$ cat src/rtl/lus_pkg.sv
package lus_pkg;
  localparam int unsigned REG_IDX_W_DEF  = 5;
  localparam int unsigned PC_W_DEF       = 32;
  localparam int unsigned INSTR_W_DEF    = 32;
  localparam int unsigned EX_CTRL_W_DEF  = 4;
  localparam int unsigned MEM_CTRL_W_DEF = 3;
  localparam int unsigned WB_CTRL_W_DEF  = 2;

  typedef enum logic {
    ADV_FLOW = 1'b0,
    ADV_HOLD = 1'b1
  } adv_e;
endpackage

$ cat src/rtl/lus_detect.sv
module lus_detect #(
  parameter int unsigned IDX_W = lus_pkg::REG_IDX_W_DEF
) (
  input  logic             mem_read_i,
  input  logic [IDX_W-1:0] dest_i,
  input  logic [IDX_W-1:0] src_a_i,
  input  logic [IDX_W-1:0] src_b_i,
  output lus_pkg::adv_e    adv_o
);
  logic hit_a;
  logic hit_b;

  always_comb begin
    hit_a = (dest_i == src_a_i);
    hit_b = (dest_i == src_b_i);
    adv_o = (mem_read_i && (hit_a || hit_b)) ? lus_pkg::ADV_HOLD
                                             : lus_pkg::ADV_FLOW;
  end
endmodule

$ cat src/rtl/lus_hold_reg.sv
module lus_hold_reg #(
  parameter int unsigned W = 32
) (
  input  logic         clk,
  input  logic         rst_n,
  input  logic         en_i,
  input  logic [W-1:0] d_i,
  output logic [W-1:0] q_o
);
  logic [W-1:0] q_d;
  logic [W-1:0] q_q;

  always_comb begin
    q_d = q_q;
    if (en_i) q_d = d_i;
  end

  always_ff @(posedge clk or negedge rst_n) begin
    if (!rst_n) q_q <= '0;
    else        q_q <= q_d;
  end

  assign q_o = q_q;
endmodule

$ cat src/rtl/lus_bubble_reg.sv
module lus_bubble_reg #(
  parameter int unsigned W = 9
) (
  input  logic         clk,
  input  logic         rst_n,
  input  logic         kill_i,
  input  logic [W-1:0] d_i,
  output logic [W-1:0] q_o
);
  logic [W-1:0] q_d;
  logic [W-1:0] q_q;

  always_comb begin
    q_d = kill_i ? '0 : d_i;
  end

  always_ff @(posedge clk or negedge rst_n) begin
    if (!rst_n) q_q <= '0;
    else        q_q <= q_d;
  end

  assign q_o = q_q;
endmodule

$ cat src/rtl/load_use_stall_ctrl.sv
module load_use_stall_ctrl #(
  parameter int unsigned REG_IDX_W  = lus_pkg::REG_IDX_W_DEF,
  parameter int unsigned PC_W       = lus_pkg::PC_W_DEF,
  parameter int unsigned INSTR_W    = lus_pkg::INSTR_W_DEF,
  parameter int unsigned EX_CTRL_W  = lus_pkg::EX_CTRL_W_DEF,
  parameter int unsigned MEM_CTRL_W = lus_pkg::MEM_CTRL_W_DEF,
  parameter int unsigned WB_CTRL_W  = lus_pkg::WB_CTRL_W_DEF
) (
  input  logic                  clk,
  input  logic                  rst_n,
  input  logic                  ld_mem_read_i,
  input  logic [REG_IDX_W-1:0]  ld_dest_i,
  input  logic [REG_IDX_W-1:0]  dec_src_a_i,
  input  logic [REG_IDX_W-1:0]  dec_src_b_i,
  input  logic [PC_W-1:0]       pc_next_i,
  input  logic [INSTR_W-1:0]    fetch_instr_i,
  input  logic [EX_CTRL_W-1:0]  dec_ex_ctrl_i,
  input  logic [MEM_CTRL_W-1:0] dec_mem_ctrl_i,
  input  logic [WB_CTRL_W-1:0]  dec_wb_ctrl_i,
  output logic [PC_W-1:0]       pc_o,
  output logic [INSTR_W-1:0]    ifid_instr_o,
  output logic [PC_W-1:0]       ifid_pc_o,
  output logic [EX_CTRL_W-1:0]  idex_ex_ctrl_o,
  output logic [MEM_CTRL_W-1:0] idex_mem_ctrl_o,
  output logic [WB_CTRL_W-1:0]  idex_wb_ctrl_o,
  output logic                  stall_o
);
  localparam int unsigned CTRL_W  = EX_CTRL_W + MEM_CTRL_W + WB_CTRL_W;
  localparam int unsigned FETCH_W = INSTR_W + PC_W;

  lus_pkg::adv_e          adv;
  logic                   flow_en;
  logic [FETCH_W-1:0]     fetch_d;
  logic [FETCH_W-1:0]     fetch_q;
  logic [CTRL_W-1:0]      ctrl_d;
  logic [CTRL_W-1:0]      ctrl_q;

  lus_detect #(.IDX_W(REG_IDX_W)) i_detect (
    .mem_read_i (ld_mem_read_i),
    .dest_i     (ld_dest_i),
    .src_a_i    (dec_src_a_i),
    .src_b_i    (dec_src_b_i),
    .adv_o      (adv)
  );

  assign stall_o = (adv == lus_pkg::ADV_HOLD);
  assign flow_en = ~stall_o;

  // Program counter, frozen during a stall.
  lus_hold_reg #(.W(PC_W)) i_pc_reg (
    .clk   (clk),
    .rst_n (rst_n),
    .en_i  (flow_en),
    .d_i   (pc_next_i),
    .q_o   (pc_o)
  );

  // Fetch/decode register: instruction and its address.
  assign fetch_d = {fetch_instr_i, pc_o};

  lus_hold_reg #(.W(FETCH_W)) i_ifid_reg (
    .clk   (clk),
    .rst_n (rst_n),
    .en_i  (flow_en),
    .d_i   (fetch_d),
    .q_o   (fetch_q)
  );

  assign ifid_instr_o = fetch_q[FETCH_W-1:PC_W];
  assign ifid_pc_o    = fetch_q[PC_W-1:0];

  // Control part of decode/execute register with empty-slot insertion.
  assign ctrl_d = {dec_ex_ctrl_i, dec_mem_ctrl_i, dec_wb_ctrl_i};

  lus_bubble_reg #(.W(CTRL_W)) i_idex_ctrl_reg (
    .clk    (clk),
    .rst_n  (rst_n),
    .kill_i (stall_o),
    .d_i    (ctrl_d),
    .q_o    (ctrl_q)
  );

  assign idex_ex_ctrl_o  = ctrl_q[CTRL_W-1:MEM_CTRL_W+WB_CTRL_W];
  assign idex_mem_ctrl_o = ctrl_q[MEM_CTRL_W+WB_CTRL_W-1:WB_CTRL_W];
  assign idex_wb_ctrl_o  = ctrl_q[WB_CTRL_W-1:0];

  // a stall never appears without a load in the execute stage.
  assert_stall_needs_load_R2: assert property (@(posedge clk) disable iff (!rst_n)
    stall_o |-> ld_mem_read_i);

  // PC frozen across a stall edge.
  assert_pc_frozen_R3: assert property (@(posedge clk) disable iff (!rst_n)
    stall_o |=> $stable(pc_o));

  // fetch/decode register frozen across a stall edge.
  assert_ifid_frozen_R4: assert property (@(posedge clk) disable iff (!rst_n)
    stall_o |=> ($stable(ifid_instr_o) && $stable(ifid_pc_o)));

  // every control output is cleared after a stall edge.
  assert_bubble_clear_R5: assert property (@(posedge clk) disable iff (!rst_n)
    stall_o |=> ({idex_ex_ctrl_o, idex_mem_ctrl_o, idex_wb_ctrl_o} == '0));

  // without a stall the PC follows the next address.
  assert_pc_advance_R6: assert property (@(posedge clk) disable iff (!rst_n)
    !stall_o |=> (pc_o == $past(pc_next_i)));

  // without a stall the fetch address follows the old PC.
  assert_ifid_pc_advance_R6: assert property (@(posedge clk) disable iff (!rst_n)
    !stall_o |=> (ifid_pc_o == $past(pc_o)));
endmodule

$ cat config.mk
export PLATFORM = sky130hd
export DESIGN_NAME = load_use_stall_ctrl
export DESIGN_NICKNAME = d
export VERILOG_FILES = /design/src/rtl/lus_pkg.sv /design/src/rtl/lus_detect.sv /design/src/rtl/lus_hold_reg.sv /design/src/rtl/lus_bubble_reg.sv /design/src/rtl/load_use_stall_ctrl.sv
export SDC_FILE = /design/constraint.sdc
export NUM_CORES = 1
export LEC_CHECK = 0
export BUFFER_PORTS_ARGS = -buffer_cell sky130_fd_sc_hd__buf_2
export CORE_ASPECT_RATIO = 1.75
export CORE_MARGIN = 1
export CORE_UTILIZATION = 47
export CTS_CLUSTER_DIAMETER = 200
export DETAILED_ROUTE_END_ITERATION = 10
export PLACE_DENSITY_LB_ADDON = 0.3
export SKIP_CTS_REPAIR_TIMING = 1
export SLEW_MARGIN = 40
export SYNTH_ARGS = -nofsm -noshare
export SYNTH_HDL_FRONTEND = slang
export SYNTH_HIERARCHICAL = 1
export SYNTH_SLANG_ARGS = --single-unit
export TNS_END_PERCENT = 50
$ cat constraint.sdc
create_clock -name clk -period 1 [get_ports clk]
set_clock_uncertainty 0.05 [all_clocks]
set_input_delay 0.05 -clock clk [delete_from_list [all_inputs] [get_ports clk]]
set_output_delay 0.05 -clock clk [all_outputs]
set_load 0.01 [all_outputs]
=== Yosys cells after proc, flatten, opt, wreduce, memory -nomap -nowiden ===
Cells that the tools add are included.

* Output and inout bits: 106
* Register bits after elaboration: 105
* Word-level logic and storage cells: 9
* Input port bits: 91

* Equal/unequal tests: 2
* Reductions and logical operators: 2
* Multiplexer cells: 2

{| class="wikitable"
|+ Operators with widths
! kind !! count
|-
| equality test 5 bit || 2
|-
| 2-to-1 mux 9 bit || 1
|-
| logical AND 1 bit || 1
|-
| logical OR 1 bit || 1
|-
| 2-to-1 mux 1 bit || 1
|}

=== Longest topological paths before layout ===
* Depth after elaboration: 5
* Mapped depth: 7
* Gate-level depth less buffers: 5

=== Hierarchy ===
Netlist, hierarchy kept.

{| class="wikitable"
|+ Modules (own cells, without submodules)
! module !! cells an instance !! area an instance (um^2) !! sequential area each (um^2) !! times used
|-
| lus_hold_reg at i_ifid_reg || 135 || 2678.8 || 1601.5 || 1
|-
| lus_hold_reg at i_pc_reg || 68 || 1345.0 || 800.8 || 1
|-
| lus_bubble_reg || 18 || 281.5 || 225.2 || 1
|-
| lus_detect || 15 || 113.9 || 0.0 || 1
|-
| load_use_stall_ctrl || 1 || 3.8 || 0.0 || 1
|}

=== Worst setup path after synthesis ===
No wires, ideal clock.

* Path type: input -> register
* Start: in dec_src_a_i[2]
* End: reg i_ifid_reg.q_q[10], in the netlist i_ifid_reg/q_o[10]
* Setup time: 125 ps
* Required time: 825 ps
* Slack: -856 ps
* Stages on the path: 7
* Arrival time: 1681 ps
* Buffers on the path: 2
* Cells stage by stage: xnor2_1 -> nand4_1 -> o22ai_1 -> inv_1 -> buf_6 -> buf_12 -> mux2_4

* Longest elaborated chain between the ends: 4

{| class="wikitable"
|+ RTL lines
! item !! RTL line !! text
|-
| start, declared || load_use_stall_ctrl.sv:13 || <nowiki>input logic [REG_IDX_W-1:0] dec_src_a_i,</nowiki>
|-
| equality test 5 bit || lus_detect.sv:14 || <nowiki>hit_a = (dest_i == src_a_i);</nowiki>
|-
| logical OR 1 bit || lus_detect.sv:16 || <nowiki>adv_o = (mem_read_i && (hit_a || hit_b)) ? lus_pkg::ADV_HOLD</nowiki>
|-
| logical AND 1 bit || lus_detect.sv:16 ||
|-
| 2-to-1 mux 1 bit || lus_detect.sv:16 ||
|-
| named net stall_o || load_use_stall_ctrl.sv:26 || <nowiki>output logic stall_o</nowiki>
|-
| end signal, assigned || lus_hold_reg.sv:20 || <nowiki>else q_q <= q_d;</nowiki>
|-
| end, declared || lus_hold_reg.sv:11 || <nowiki>logic [W-1:0] q_q;</nowiki>
|}

The timed path passes the listed nets, and every way through them passes these cells.
A chain may end at the register's enable or synchronous reset.

=== Worst setup path in the final report ===
* Start: in dec_src_a_i[2]
* End: reg i_ifid_reg.q_q[42], in the netlist i_ifid_reg/q_o[42]

* Longest elaborated chain between the ends: 4

{| class="wikitable"
|+ RTL lines
! item !! RTL line
|-
| equality test 5 bit || lus_detect.sv:14
|-
| logical OR 1 bit || lus_detect.sv:16
|-
| logical AND 1 bit || lus_detect.sv:16
|-
| 2-to-1 mux 1 bit || lus_detect.sv:16
|}

Every way passes these cells.

==> results.txt <==
status -> finished with violations
failing checks -> negative setup slack
total negative slack -> -13.58 ns
cts bufs inserted -> 9
worst reg2reg path depth -> 1
number of max-cap violations -> 0
Worst Path Max Fanout -> 34
Gate power share -> 17.5%
Synthesized Nets -> 328
Place WS -> -0.529 ns
RR Startpoint -> i_pc_reg/q_o[26]
Post-Place Cell Area -> 0.00552 mm²
first-pass GRT wire length -> 13.1 mm
final wirelength -> 10.2 mm
Syn Inst Count -> 237
CP startpoint -> dec_src_a_i[2]
dpl hpwl -> 6.48 mm
design area -> 0.00664 mm²
Die Y -> 130 µm
Final Util -> 73.0%
mux contribution to synthesized area -> 32.1%
Simple-Gate Fraction of Synth Area -> 1.73%
die width -> 75.3 µm
grt ovf -> 0
DRT antenna net count -> 0
critical path endpoint category -> register
most common cell after layout, fill and taps aside -> buf_2
mapped cell area -> 0.00442 mm²
final setup fails -> 98
Root Driver -> clkbuf_16
DR WL/cell -> 16.0 µm
top post-synthesis cells by area -> dfrtp_1 (59%), mux2_4 (31%), buf_12 (4.1%)
worst reg-to-reg setup slack -> 0.12 ns
clock tree from TritonCTS -> done
IO buf count -> 196
flops & latches, synth -> 105
Synth Area in Compound Gates -> 0.141%
area grow syn2layout -> 50.0%
full die area -> 0.00982 mm²
XOR/XNOR Fraction of Synth Area -> 1.98%
largest net degree at the start of global routing -> 62
Adder-Cell Fraction of Synth Area -> 0%
switching pwr -> 2.35 mW
CP Capture Point -> i_ifid_reg/q_o[42]
Longest Clk Path Bufs -> 2
core area -> 0.00909 mm²
sequential element share of the synthesized area -> 59.4%
CP arrival -> 1.34 ns
initial antenna violation count -> 0
Max Fclk -> 849 MHz
Final #Nets -> 605
Rows -> 46
Critical Setup Path Class -> in2reg
Clock Power Share -> 34.7%
PwrDens -> 1500 mW/mm²
WP data required -> 1.17 ns
Switching Share -> 23.5%
crit path time final -> 1.18 ns
clock latency on the worst-skew pair -> 0.33 ns
worst slew pin tran -> 0.322 ns
vias per cell -> 4.72
hold crit path type -> in2async
Leak -> 3.50 nW
worst vdd ir -> 0.878 mV
RR Endpoint -> i_pc_reg/q_o[26]
Mean Syn Cell Area -> 18.7 µm²
Distinct cells, synth -> 11
final hold vios -> 0
RSZ-0062 raised after global routing -> yes
share of the synthesized area in the top cell type -> 59.4%
Final Max Slew Viols -> 0
Reg clk slew, reported paths -> 0.06 ns
Yosys warnings -> 6
post-route setup slack -> -0.178 ns
max_slew headroom -> 78.5%
GRT Resource Usage Total -> 17.8%
Sequential Power Share -> 47.8%
vias in the first global route -> 2739
P_int -> 7.63 mW
initial core utilization -> 48.6%
Tcrit/Tclk final -> 118%
via count -> 3015
initial detailed-routing violation count -> 130
DRC -> 0
I/O Pins -> 197
largest family of logic cells by synthesized area -> multiplexers
RePlAce Congestion -> 0.733
# clock sinks -> 105
First-pass DRT Iterations -> 4
fraction of layout instances using a drive strength above 1 -> 61.6%
leading area contributor after synthesis -> dfrtp_1
commonest cells after routing, fill and taps aside -> buf_2 (183), dfrtp_1 (105), mux2_4 (90)
CTS H-tree lvls -> 3
critical path startpoint category -> input port
registers in the layout, summed over array words and instances, names as in the netlist:
register	count
i_pc_reg/q_o	32
i_idex_ctrl_reg/q_o	9
i_ifid_reg/q_o	64
final cells by class:
cell class / instances / area (µm²)
well taps: 120 / 150
flip-flops and latches: 105 / 2630
fillers: 620 / 2460
clock inverters: 4 / 52.6
diodes: 1 / 2.50
repair buffers: 277 / 1920
inverters: 1 / 8.76
clock buffers: 11 / 243
multi-input cells: 120 / 1630
power by group through the flow:
| stage | Clock [mW] | Combinational, mW | Sequential [mW] |
|---|---|---|---|
| after global routing | 3.78 | 1.87 | 4.80 |
| after floorplan | 0 | 0.656 | 4.96 |
| after CTS | 3.58 | 1.48 | 4.75 |
| after global placement | 0 | 1.44 | 4.82 |
| final | 3.46 | 1.75 | 4.77 |
| after detailed placement | 0 | 1.48 | 4.83 |
synthesized netlist by cell type:
cell	n
buf_12	9
buf_6	2
dfrtp_1	105
inv_1	1
mux2_2	6
mux2_4	90
nand2_1	2
nand4_1	2
nor2b_1	9
o22ai_1	1
xnor2_1	10
worst max-delay path: stages:
cell and delay (ns):
buf_2 0.11, xnor2_1 0.17, nand4_1 0.15, o22ai_4 0.24, inv_6 0.09, buf_12 0.19, mux2_4 0.33
logic make-up (layout without fill, tap and decap cells):
kind of cell    after synthesis  in the layout
simple gates                 13             13
mux                          96             96
xor+xnor                     10             10
other cells                   0              1
buf+inv                      12            293
compound gates                1              1
flops                       105            105
worst min-delay path by stage:
stage | start | to | depth (start not counted)
detailed placement | rst_n | i_ifid_reg/q_o[45] | 2
CTS | rst_n | i_ifid_reg/q_o[49] | 2
global placement | rst_n | i_ifid_reg/q_o[49] | 2
floorplan | rst_n | i_idex_ctrl_reg/q_o[0] | 0
global route | rst_n | i_ifid_reg/q_o[49] | 3
finish | rst_n | i_ifid_reg/q_o[49] | 3
layer usage:
| layer | GRT usage, % | part of all wire, % | routed length, µm | vias up |
|---|---|---|---|---|
| li1 | - | - | - | 1369 |
| met1 | 19.8 | 38 | 3850 | 1510 |
| met5 | 0 | 0 | 0 | - |
| met4 | 7.52 | 2.2 | 223 | 0 |
| met2 | 31.3 | 55 | 5640 | 121 |
| met3 | 4.71 | 4.7 | 479 | 15 |
through the flow:
stage / hold WS [ns] / cells / power [mW]
CTS: -0.353 / 564 / 9.81
detailed placement: 0.0150 / 549 / 6.30
floorplan: -0.296 / 237 / 5.62
global placement: 0.00409 / 549 / 6.26
finish: 0.195 / 639 / 9.98
global route: 0.204 / 638 / 10.5
No activity file was read; power rests on OpenSTA's default activity.
